<file path="src/rtl/rxr_pkg.sv">
package rxr_pkg;
  localparam int WORD_W      = 32;
  localparam int LEN_W       = 12;
  localparam int HIT_N       = 4;
  // address word flags
  localparam int OWN_BIT     = 0;
  localparam int WRAP_BIT    = 1;
  // status word fields
  localparam int SOF_BIT     = 14;
  localparam int EOF_BIT     = 15;
  localparam int TYPE_BIT    = 22;
  localparam int HIT_TOP_BIT = 26;
  localparam int BCAST_BIT   = 31;

  typedef logic [WORD_W-1:0] word_t;
  typedef logic [LEN_W-1:0]  len_t;

  typedef struct packed {
    logic             bcast;
    logic             type_hit;
    logic [HIT_N-1:0] addr_hit;
  } filt_t;

  // saturating length step
  function automatic len_t len_step(input len_t cur);
    return (&cur) ? cur : cur + 1'b1;
  endfunction

  // byte address inside the buffer named by an address word
  function automatic word_t buf_byte_addr(input word_t dw, input word_t off);
    return {dw[WORD_W-1:2], 2'b00} + off;
  endfunction
endpackage

</file>
<file path="src/rtl/rxr_status_pack.sv">
module rxr_status_pack
  import rxr_pkg::*;
(
  input  logic  first,
  input  logic  last,
  input  len_t  len,
  input  filt_t filt,
  output word_t stat
);
  logic [HIT_N-1:0] hit_field;

  // address register i+1 lands i places below the top hit bit
  for (genvar i = 0; i < HIT_N; i++) begin : g_hit
    assign hit_field[HIT_N-1-i] = filt.addr_hit[i];
  end

  always_comb begin
    stat = '0;
    stat[SOF_BIT] = first;
    if (last) begin
      stat[EOF_BIT]                  = 1'b1;
      stat[LEN_W-1:0]                = len;
      stat[BCAST_BIT]                = filt.bcast;
      stat[TYPE_BIT]                 = filt.type_hit;
      stat[HIT_TOP_BIT -: HIT_N]     = hit_field;
    end
  end
endmodule

</file>
<file path="src/rtl/rxr_desc_store.sv">
module rxr_desc_store
  import rxr_pkg::*;
#(
  parameter int DEPTH = 32,
  parameter int IDX_W = $clog2(DEPTH)
)(
  input  logic             clk,
  input  logic             rst_n,
  input  logic             eng_we,
  input  logic [IDX_W-1:0] eng_idx,
  input  word_t            eng_stat,
  input  logic [IDX_W-1:0] rd_idx,
  output word_t            rd_word,
  input  logic             host_we,
  input  logic             host_sel,
  input  logic [IDX_W-1:0] host_idx,
  input  word_t            host_wdata,
  output word_t            host_rdata
);
  word_t addr_q [DEPTH];
  word_t stat_q [DEPTH];

  always_ff @(posedge clk) begin
    if (!rst_n) begin
      for (int i = 0; i < DEPTH; i++) begin
        addr_q[i] <= '0;
        stat_q[i] <= '0;
      end
    end else begin
      for (int i = 0; i < DEPTH; i++) begin
        if (eng_we && eng_idx == IDX_W'(i)) begin
          addr_q[i][OWN_BIT] <= 1'b1;
          stat_q[i]          <= eng_stat;
        end else if (host_we && !host_sel && host_idx == IDX_W'(i)) begin
          addr_q[i] <= host_wdata;
        end
      end
    end
  end

  assign rd_word    = addr_q[rd_idx];
  assign host_rdata = host_sel ? stat_q[host_idx] : addr_q[host_idx];


  own_clear_chk: assert property (@(posedge clk) disable iff (!rst_n)
    eng_we |-> !addr_q[eng_idx][OWN_BIT]);


  mid_desc_clean_chk: assert property (@(posedge clk) disable iff (!rst_n)
    (eng_we && !eng_stat[EOF_BIT]) |->
      (eng_stat[LEN_W-1:0] == '0) && (eng_stat[BCAST_BIT:16] == '0));
endmodule

</file>
<file path="src/rtl/rxr_fill_ctrl.sv">
module rxr_fill_ctrl
  import rxr_pkg::*;
#(
  parameter int DEPTH     = 32,
  parameter int BUF_BYTES = 128,
  parameter int IDX_W     = $clog2(DEPTH),
  parameter int OFF_W     = $clog2(BUF_BYTES)
)(
  input  logic             clk,
  input  logic             rst_n,
  input  logic             in_valid,
  input  logic [7:0]       in_data,
  input  logic             in_last,
  input  word_t            cur_word,
  output logic [IDX_W-1:0] ptr,
  output logic             ev_store,
  output logic             ev_blocked,
  output logic             eng_we,
  output logic             eng_first,
  output logic             eng_last,
  output len_t             eng_len,
  output logic             buf_we,
  output word_t            buf_addr,
  output logic [7:0]       buf_data,
  output logic             frame_done,
  output logic             no_buffer
);
  logic             busy_q, drop_q, first_q;
  logic [IDX_W-1:0] ptr_q;
  logic [OFF_W-1:0] off_q;
  len_t             len_q;
  logic             buf_we_q, done_q, nobuf_q;
  word_t            buf_addr_q;
  logic [7:0]       buf_data_q;

  logic used_now, wrap_now, at_buf_end, is_first, close;
  len_t len_now;

  function automatic logic [IDX_W-1:0] ring_next(input logic [IDX_W-1:0] p,
                                                 input logic wrap);
    if (wrap || p == IDX_W'(DEPTH-1)) return '0;
    return p + 1'b1;
  endfunction

  assign used_now   = cur_word[OWN_BIT];
  assign wrap_now   = cur_word[WRAP_BIT];
  assign at_buf_end = (off_q == OFF_W'(BUF_BYTES-1));
  assign ev_blocked = in_valid && !drop_q && (off_q == '0) && used_now;
  assign ev_store   = in_valid && !drop_q && !ev_blocked;
  assign close      = ev_store && (in_last || at_buf_end);
  assign is_first   = busy_q ? first_q : 1'b1;
  assign len_now    = len_step(len_q);

  always_ff @(posedge clk) begin
    if (!rst_n) begin
      busy_q     <= 1'b0;
      drop_q     <= 1'b0;
      first_q    <= 1'b0;
      ptr_q      <= '0;
      off_q      <= '0;
      len_q      <= '0;
      buf_we_q   <= 1'b0;
      buf_addr_q <= '0;
      buf_data_q <= '0;
      done_q     <= 1'b0;
      nobuf_q    <= 1'b0;
    end else begin
      buf_we_q <= ev_store;
      done_q   <= ev_store && in_last;
      nobuf_q  <= ev_blocked;
      if (ev_store) begin
        buf_addr_q <= buf_byte_addr(cur_word, 32'(off_q));
        buf_data_q <= in_data;
      end
      if (ev_blocked) begin
        drop_q <= !in_last;
        busy_q <= 1'b0;
        len_q  <= '0;
      end else if (drop_q && in_valid && in_last) begin
        drop_q <= 1'b0;
      end else if (ev_store) begin
        busy_q  <= !in_last;
        len_q   <= in_last ? '0 : len_now;
        off_q   <= close ? '0 : off_q + 1'b1;
        first_q <= is_first && !close;
        if (close) ptr_q <= ring_next(ptr_q, wrap_now);
      end
    end
  end

  assign ptr        = ptr_q;
  assign eng_we     = close;
  assign eng_first  = is_first;
  assign eng_last   = in_last;
  assign eng_len    = len_now;
  assign buf_we     = buf_we_q;
  assign buf_addr   = buf_addr_q;
  assign buf_data   = buf_data_q;
  assign frame_done = done_q;
  assign no_buffer  = nobuf_q;


  wrap_return_chk: assert property (@(posedge clk) disable iff (!rst_n)
    (close && wrap_now) |=> (ptr_q == '0));


  blocked_hold_chk: assert property (@(posedge clk) disable iff (!rst_n)
    ev_blocked |=> (ptr_q == $past(ptr_q)) && !buf_we_q);
endmodule

</file>
<file path="src/rtl/rx_ring_filler.sv">
module rx_ring_filler
  import rxr_pkg::*;
#(
  parameter int  RING_DEPTH = 32,
  parameter int  BUF_BYTES  = 128,
  localparam int IDX_W      = $clog2(RING_DEPTH)
)(
  input  logic             clk,
  input  logic             rst_n,
  input  logic             in_valid,
  input  logic [7:0]       in_data,
  input  logic             in_last,
  input  logic             flt_bcast,
  input  logic             flt_type_hit,
  input  logic [3:0]       flt_addr_hit,
  input  logic             host_we,
  input  logic             host_sel,
  input  logic [IDX_W-1:0] host_idx,
  input  logic [31:0]      host_wdata,
  output logic [31:0]      host_rdata,
  output logic             buf_we,
  output logic [31:0]      buf_addr,
  output logic [7:0]       buf_data,
  output logic             frame_done,
  output logic             no_buffer
);
  localparam int OFF_W = $clog2(BUF_BYTES);

  logic [IDX_W-1:0] ptr;
  word_t            cur_word, eng_stat;
  logic             ev_store, ev_blocked, eng_we, eng_first, eng_last;
  len_t             eng_len;
  filt_t            filt;

  assign filt = '{bcast: flt_bcast, type_hit: flt_type_hit, addr_hit: flt_addr_hit};

  rxr_desc_store #(.DEPTH(RING_DEPTH), .IDX_W(IDX_W)) u_store (
    .clk(clk), .rst_n(rst_n),
    .eng_we(eng_we), .eng_idx(ptr), .eng_stat(eng_stat),
    .rd_idx(ptr), .rd_word(cur_word),
    .host_we(host_we), .host_sel(host_sel), .host_idx(host_idx),
    .host_wdata(host_wdata), .host_rdata(host_rdata)
  );

  rxr_status_pack u_pack (
    .first(eng_first), .last(eng_last), .len(eng_len), .filt(filt), .stat(eng_stat)
  );

  rxr_fill_ctrl #(.DEPTH(RING_DEPTH), .BUF_BYTES(BUF_BYTES),
                  .IDX_W(IDX_W), .OFF_W(OFF_W)) u_ctrl (
    .clk(clk), .rst_n(rst_n),
    .in_valid(in_valid), .in_data(in_data), .in_last(in_last),
    .cur_word(cur_word), .ptr(ptr),
    .ev_store(ev_store), .ev_blocked(ev_blocked),
    .eng_we(eng_we), .eng_first(eng_first), .eng_last(eng_last), .eng_len(eng_len),
    .buf_we(buf_we), .buf_addr(buf_addr), .buf_data(buf_data),
    .frame_done(frame_done), .no_buffer(no_buffer)
  );

  // bytes stored since the last descriptor closed, counted independently
  logic [OFF_W:0] fill_cnt;
  always_ff @(posedge clk) begin
    if (!rst_n)                   fill_cnt <= '0;
    else if (eng_we || ev_blocked) fill_cnt <= '0;
    else if (ev_store)             fill_cnt <= fill_cnt + 1'b1;
  end


  full_buffer_chk: assert property (@(posedge clk) disable iff (!rst_n)
    (eng_we && !eng_last) |-> (fill_cnt == (OFF_W+1)'(BUF_BYTES-1)));


  done_only_stored_chk: assert property (@(posedge clk) disable iff (!rst_n)
    frame_done |-> buf_we && !no_buffer);
endmodule

</file>
<file path="config.mk">
export PLATFORM = sky130hd
export DESIGN_NAME = rx_ring_filler
export DESIGN_NICKNAME = d
export VERILOG_FILES = /design/src/rtl/rxr_pkg.sv /design/src/rtl/rxr_status_pack.sv /design/src/rtl/rxr_desc_store.sv /design/src/rtl/rxr_fill_ctrl.sv /design/src/rtl/rx_ring_filler.sv
export SDC_FILE = /design/constraint.sdc
export NUM_CORES = 2
export LEC_CHECK = 0
export CAP_MARGIN = 20
export CORE_MARGIN = 1
export CORE_UTILIZATION = 40
export DETAILED_ROUTE_END_ITERATION = 8
export PLACE_DENSITY = 0.55
export SKIP_LAST_GASP = 1
export SLEW_MARGIN = 10
export SYNTH_ARGS = -nofsm -noshare
export SYNTH_HDL_FRONTEND = slang
export SYNTH_SLANG_ARGS = --single-unit
export TNS_END_PERCENT = 100
</file>
<file path="constraint.sdc">
create_clock -name clk -period 5.4 [get_ports clk]
set_input_delay 0.81 -clock clk [delete_from_list [all_inputs] [get_ports clk]]
set_output_delay 0.81 -clock clk [all_outputs]
set_load 0.01 [all_outputs]
</file>
; ---- After elaboration in Yosys (flattened, before gate mapping)
; Memories as Yosys holds them, arrays and structs flattened. A register that Yosys moved wholly into a read port is not among the register bits.
; Cells that the tools add are included.
[classes]
n_addsub = 4
n_eq_ne = 63
mux = 374
n_bitwise = 131
reduce_logical = 90
[op_table]
columns = cell, count
row1 = $mux 31, 32
row2 = $mux 20, 32
row3 = $mux 1, 300
row4 = $eq 5x5->1 const B, 32
row5 = $or 1x1->1, 128
row6 = $eq 5x4->1 const B, 16
row7 = $logic_and 1x1->1, 74
row8 = $eq 5x3->1 const B, 8
row9 = $mux 12, 3
row10 = $add 32x7->32, 1
row11 = $mux 32, 1
row12 = $mux 5, 5
row13 = $eq 5x2->1 const B, 4
row14 = $add 12x1->12 const B, 1
row15 = $reduce_and 12->1, 1
row16 = $eq 5x1->1 const B, 2
row17 = $logic_not 5->1, 2
row18 = $add 7x1->7 const B, 1
row19 = $eq 7x7->1 const B, 1
row20 = $logic_not 7->1, 1
row21 = $mux 7, 1
row22 = $add 5x1->5 const B, 1
row23 = $logic_not 1->1, 5
row24 = $reduce_and 4->1, 1
row25 = other kinds (6), 9
[totals]
register_bits = 70
mem_bits_rw = 1664
out_inout_bits = 75
memories = 2
[mem_list]
columns = memory, depth, width, read_ports, rd_clocked_by_memory_dff, wr, line
row1 = u_store.addr_q, 32, 32, 2, 1, 32, rxr_desc_store.sv:20  ; word_t addr_q [DEPTH];
row2 = u_store.stat_q, 32, 20, 1, 0, 32, rxr_desc_store.sv:21  ; word_t stat_q [DEPTH];

; ---- Longest topological paths before layout
[logic_depth]
word_depth = 15
ltp_mapped = 23
depth_no_buf = 14

; ---- Cells and area by module
; Synthesis repeated with hierarchy kept, for this count alone.
[hier_totals]
cells_unflattened = 6110
hier_area_um2 = 97307.1
[modules_own_cells]
columns = mod, n_inst, cells_per_inst, area_per_inst_um2, seq_area_each_um2
row1 = rxr_desc_store, 1, 5636, 93418.3, 61499.0
row2 = rxr_fill_ctrl, 1, 440, 3638.5, 1401.3
row3 = rxr_status_pack, 1, 34, 250.2, 0.0

; ---- Least setup slack after synthesis
; No wires, ideal clock.
[synth_timing]
path_kind = input to register
start = input host_idx[2]
end = memory u_store.addr_q[20][10] in the netlist's numbering (enable)
setup_ns = 0.462
t_arrival_ns = 4.905
t_required_ns = 4.938
setup_slack_ns = 0.032
stages = 7
cell_sequence = clkbuf_1 -> buf_1 -> clkbuf_1 -> nor2b_1 -> clkbuf_1 -> nand2_1 -> o21ai_0
[synth_lines]
columns = element, line
row1 = "start, declared", rx_ring_filler.sv:18  ; input logic [IDX_W-1:0] host_idx,
row2 = "end, declared", rxr_desc_store.sv:20

==> impl_metrics.env <==
export IMPL_status="finished clean"
export IMPL_ir_drop_uv=337
export IMPL_vias_per_cell=6.28
export IMPL_worst_pin_slew_ns=1.21
export IMPL_relSlewSlack_pct=19.3
export IMPL_start_util_pct=40.2
export IMPL_fin_crit_sh_pct=95.2
export IMPL_synth_warnings=0
export IMPL_layout_min_cycle_time_ns=5.14
export IMPL_critPathCapture="u_ctrl.buf_addr[25]$_SDFFE_PN0P_"
export IMPL_worst_setup_path_type="reg -> reg"
export IMPL_synth_area_leader_cell="edfxtp_1"
export IMPL_drtIter0Drc=7016
export IMPL_worst_setup_path_end_kind="flop"
export IMPL_cts_htree_levels=4
export IMPL_final_max_slew_violation_count=0
export IMPL_hold_viol=0
export IMPL_ys_seq_area_share_pct=63.3
export IMPL_async_reset_ff_share_pct=0
export IMPL_clk_latency_ns=0.86
export IMPL_synthTopCellsByArea="edfxtp_1 (61%), mux4_2 (20%), nor2_1 (4.7%)"
export IMPL_cap_viol_max_count=0
export IMPL_tritoncts="yes"
export IMPL_path_clk_slew_ns=0.07
export IMPL_layout_commonest_cell="edfxtp_1"
export IMPL_post_dp_hpwl_um=170000
export IMPL_synth_area_per_cell_um2=16.1
export IMPL_ant_nets=0
export IMPL_wl_per_cell_um=34.9
export IMPL_critPathBufInv=3
export IMPL_syn_area_um2=81300
export IMPL_grt_max_degree=89
export IMPL_antenna_found_initial=8
export IMPL_cts_setup_buffers=0
export IMPL_finalNetCount=5326
export IMPL_grt_pass1_vias=49600
export IMPL_grt_pass1_wl_um=392000
export IMPL_synth_top_family_by_area="multiplexers"
export IMPL_power_density_nw_per_um2=350
export IMPL_portBuffers=131
export IMPL_synth_distinct_cells=78
export IMPL_rsz0062_at_grt="false"
export IMPL_place_inst=7736
export IMPL_synth_compound_area_share_pct=2.41
export IMPL_core_um2=202000
export IMPL_utilization_pct=46.2
export IMPL_start_kind="flop"
export IMPL_ioPinCount=132
export IMPL_dieArea_um2=205000
export IMPL_cts_num_sinks=1739
export IMPL_crit_path_frequent_cell="buf_12"
export IMPL_synth_fp_nets=5125
export IMPL_grt_ovfl_total=0
export IMPL_cpPeakStageDelay_ns=0.92
export IMPL_synth_flop_cell="edfxtp_1"
export IMPL_fmax_mhz=195
export IMPL_dieWidth_um=453
export IMPL_r2r_end="u_ctrl.buf_addr[25]$_SDFFE_PN0P_"
export IMPL_area_growth_pct=14.7
export IMPL_vias=50800
export IMPL_critical_path_arrival_ns=5.88
export IMPL_synth_xor_area_share_pct=0.237
export IMPL_worst_path_max_fanout=84
export IMPL_ctsLongestPathBuffers=3
export IMPL_detail_route_wirelength_um=282000
export IMPL_synthAdderAreaFrac_pct=0.240
export IMPL_fin_cells=8086
export IMPL_cts_buffers=188
export IMPL_stdcell_area_um2=93300
export IMPL_whs_ns=0.455
export IMPL_place_gp_congestion=0.861
export IMPL_cts_hold_buf=0
export IMPL_drc=0
export IMPL_worstHoldPathType="reg -> reg"
export IMPL_synth_simple_gate_area_share_pct=8.10
export IMPL_fin_tns_setup_ns=0
export IMPL_die_h_um=453
export IMPL_crit_slowest_cell="nor4_2"
export IMPL_syn_instance_count=5053
export IMPL_std_cell_rows=165
export IMPL_crit_cells=11
export IMPL_rr_worst_depth=11
export IMPL_final_cell_mix="edfxtp_1 (1,664), nor2_1 (1,011), mux4_2 (707), buf_4 (239), mux2i_1 (215)"
export IMPL_path_cells="buf_12, buf_12, mux4_2, or3_1, o21ai_0, nor4_1, buf_12, nand3_1, nor4_2, a2111oi_2, a311o_1"
export IMPL_ys_ff_latch=1739
export IMPL_cts_root_buf="clkbuf_16"
export IMPL_skew_ns=0.0437
export IMPL_muxShareOfSynthArea_pct=22.8
export IMPL_synth_top_cell_area_share_pct=61.4
export IMPL_p_leak_nw=30.6
export IMPL_r2r_slack_ns=0.26
export IMPL_post_cts_resized=0
export IMPL_synth_edff_count=1664
export IMPL_drtPass1Iterations=6
export IMPL_critPathRequiredTime_ns=6.14
export IMPL_path_delay_family="simple AND/OR/NAND/NOR gates"
export IMPL_gr_usage_all_layers_pct=27.4
export IMPL_drive_gt1_share_pct=25.7
export IMPL_dpl_cell_area_um2=87300
export IMPL_setup_viol_count_final=0
worst min-delay path, delay by kind of cell, from the launching register on:
| kind | cells | cell delay, ns |
|---|---|---|
| DFF | 1 | 0.31 |
| and+or+nand+nor | 1 | 0.05 |
| AOI/OAI and AO/OA | 1 | 0.05 |
cell type report:
type | count | area (um^2)
diodes | 4 | 10.0
clock buffers | 269 | 5200
clock inverters | 77 | 719
fillers | 17400 | 109000
inverters | 68 | 255
multi-input cells | 2817 | 27700
flip-flops and latches | 1739 | 51500
well taps | 2672 | 3340
repair buffers | 440 | 4540
power by group:
group	internal [mW]	switching, mW
combinational	1.70	2.28
sequential	15.6	0.389
clock	7.14	5.51
total	24.4	8.19
routing by layer:
layer / global-route usage, % / up-vias / routed length (um)
met5: 0 / - / 12
met4: 10.4 / 2 / 11500
met3: 4.97 / 495 / 25300
met2: 43.7 / 2896 / 134000
met1: 37.5 / 27100 / 111000
li1: - / 20300 / -
how the worst min path moves through the flow:
stage,start,end,cells past startpoint
after floorplan,u_ctrl.first_q$_SDFFE_PN0P_,u_ctrl.first_q$_SDFFE_PN0P_,2
after global placement,u_ctrl.buf_addr[4]$_SDFFE_PN0P_,u_ctrl.buf_addr[4]$_SDFFE_PN0P_,2
after detailed placement,u_ctrl.buf_addr[9]$_SDFFE_PN0P_,u_ctrl.buf_addr[9]$_SDFFE_PN0P_,2
after CTS,in_data[2],u_ctrl.buf_data[2]$_SDFFE_PN0P_,3
after global routing,u_ctrl.buf_addr[2]$_SDFFE_PN0P_,u_ctrl.buf_addr[2]$_SDFFE_PN0P_,2
final,u_ctrl.buf_data[1]$_SDFFE_PN0P_,u_ctrl.buf_data[1]$_SDFFE_PN0P_,2
through the flow:
stage	setup WS [ns]	power, mW
final	0.261	32.6
after global placement	0.329	20.2
after global routing	0.0426	33.5
after floorplan	0.0323	18.5
after detailed placement	0.203	20.2
after CTS	0.335	32.8
state kept, by name (all words and copies together), names as in the netlist, 5 cells and up, named ones only:
signal,count
u_ctrl.off_q,7
u_store.addr_q,1024
u_ctrl.ptr,5
u_ctrl.len_q,12
u_ctrl.buf_data,8
u_ctrl.buf_addr,32
u_store.stat_q,640
cells in the mapped netlist, types with 24 or more instances:
cell and instances:
a22oi_1 96, dfxtp_1 75, inv_1 66, a21oi_1 66, nand3_1 133, mux2i_1 215
edfxtp_1 1664, nor2_1 1013, buf_2 84, clkbuf_1 244, nand2_1 212, nand4_1 27
o21ai_0 38, mux4_2 707, buf_1 55, buf_6 25, nand3_2 24
cells by family after synthesis:
family,Yosys count
flops,1739
buf+inv,497
simple gates,1538
mux,948
xor+xnor,22
compound gates,294
fa+ha+maj,15
Note: power is estimated with default switching activity, not from simulation.
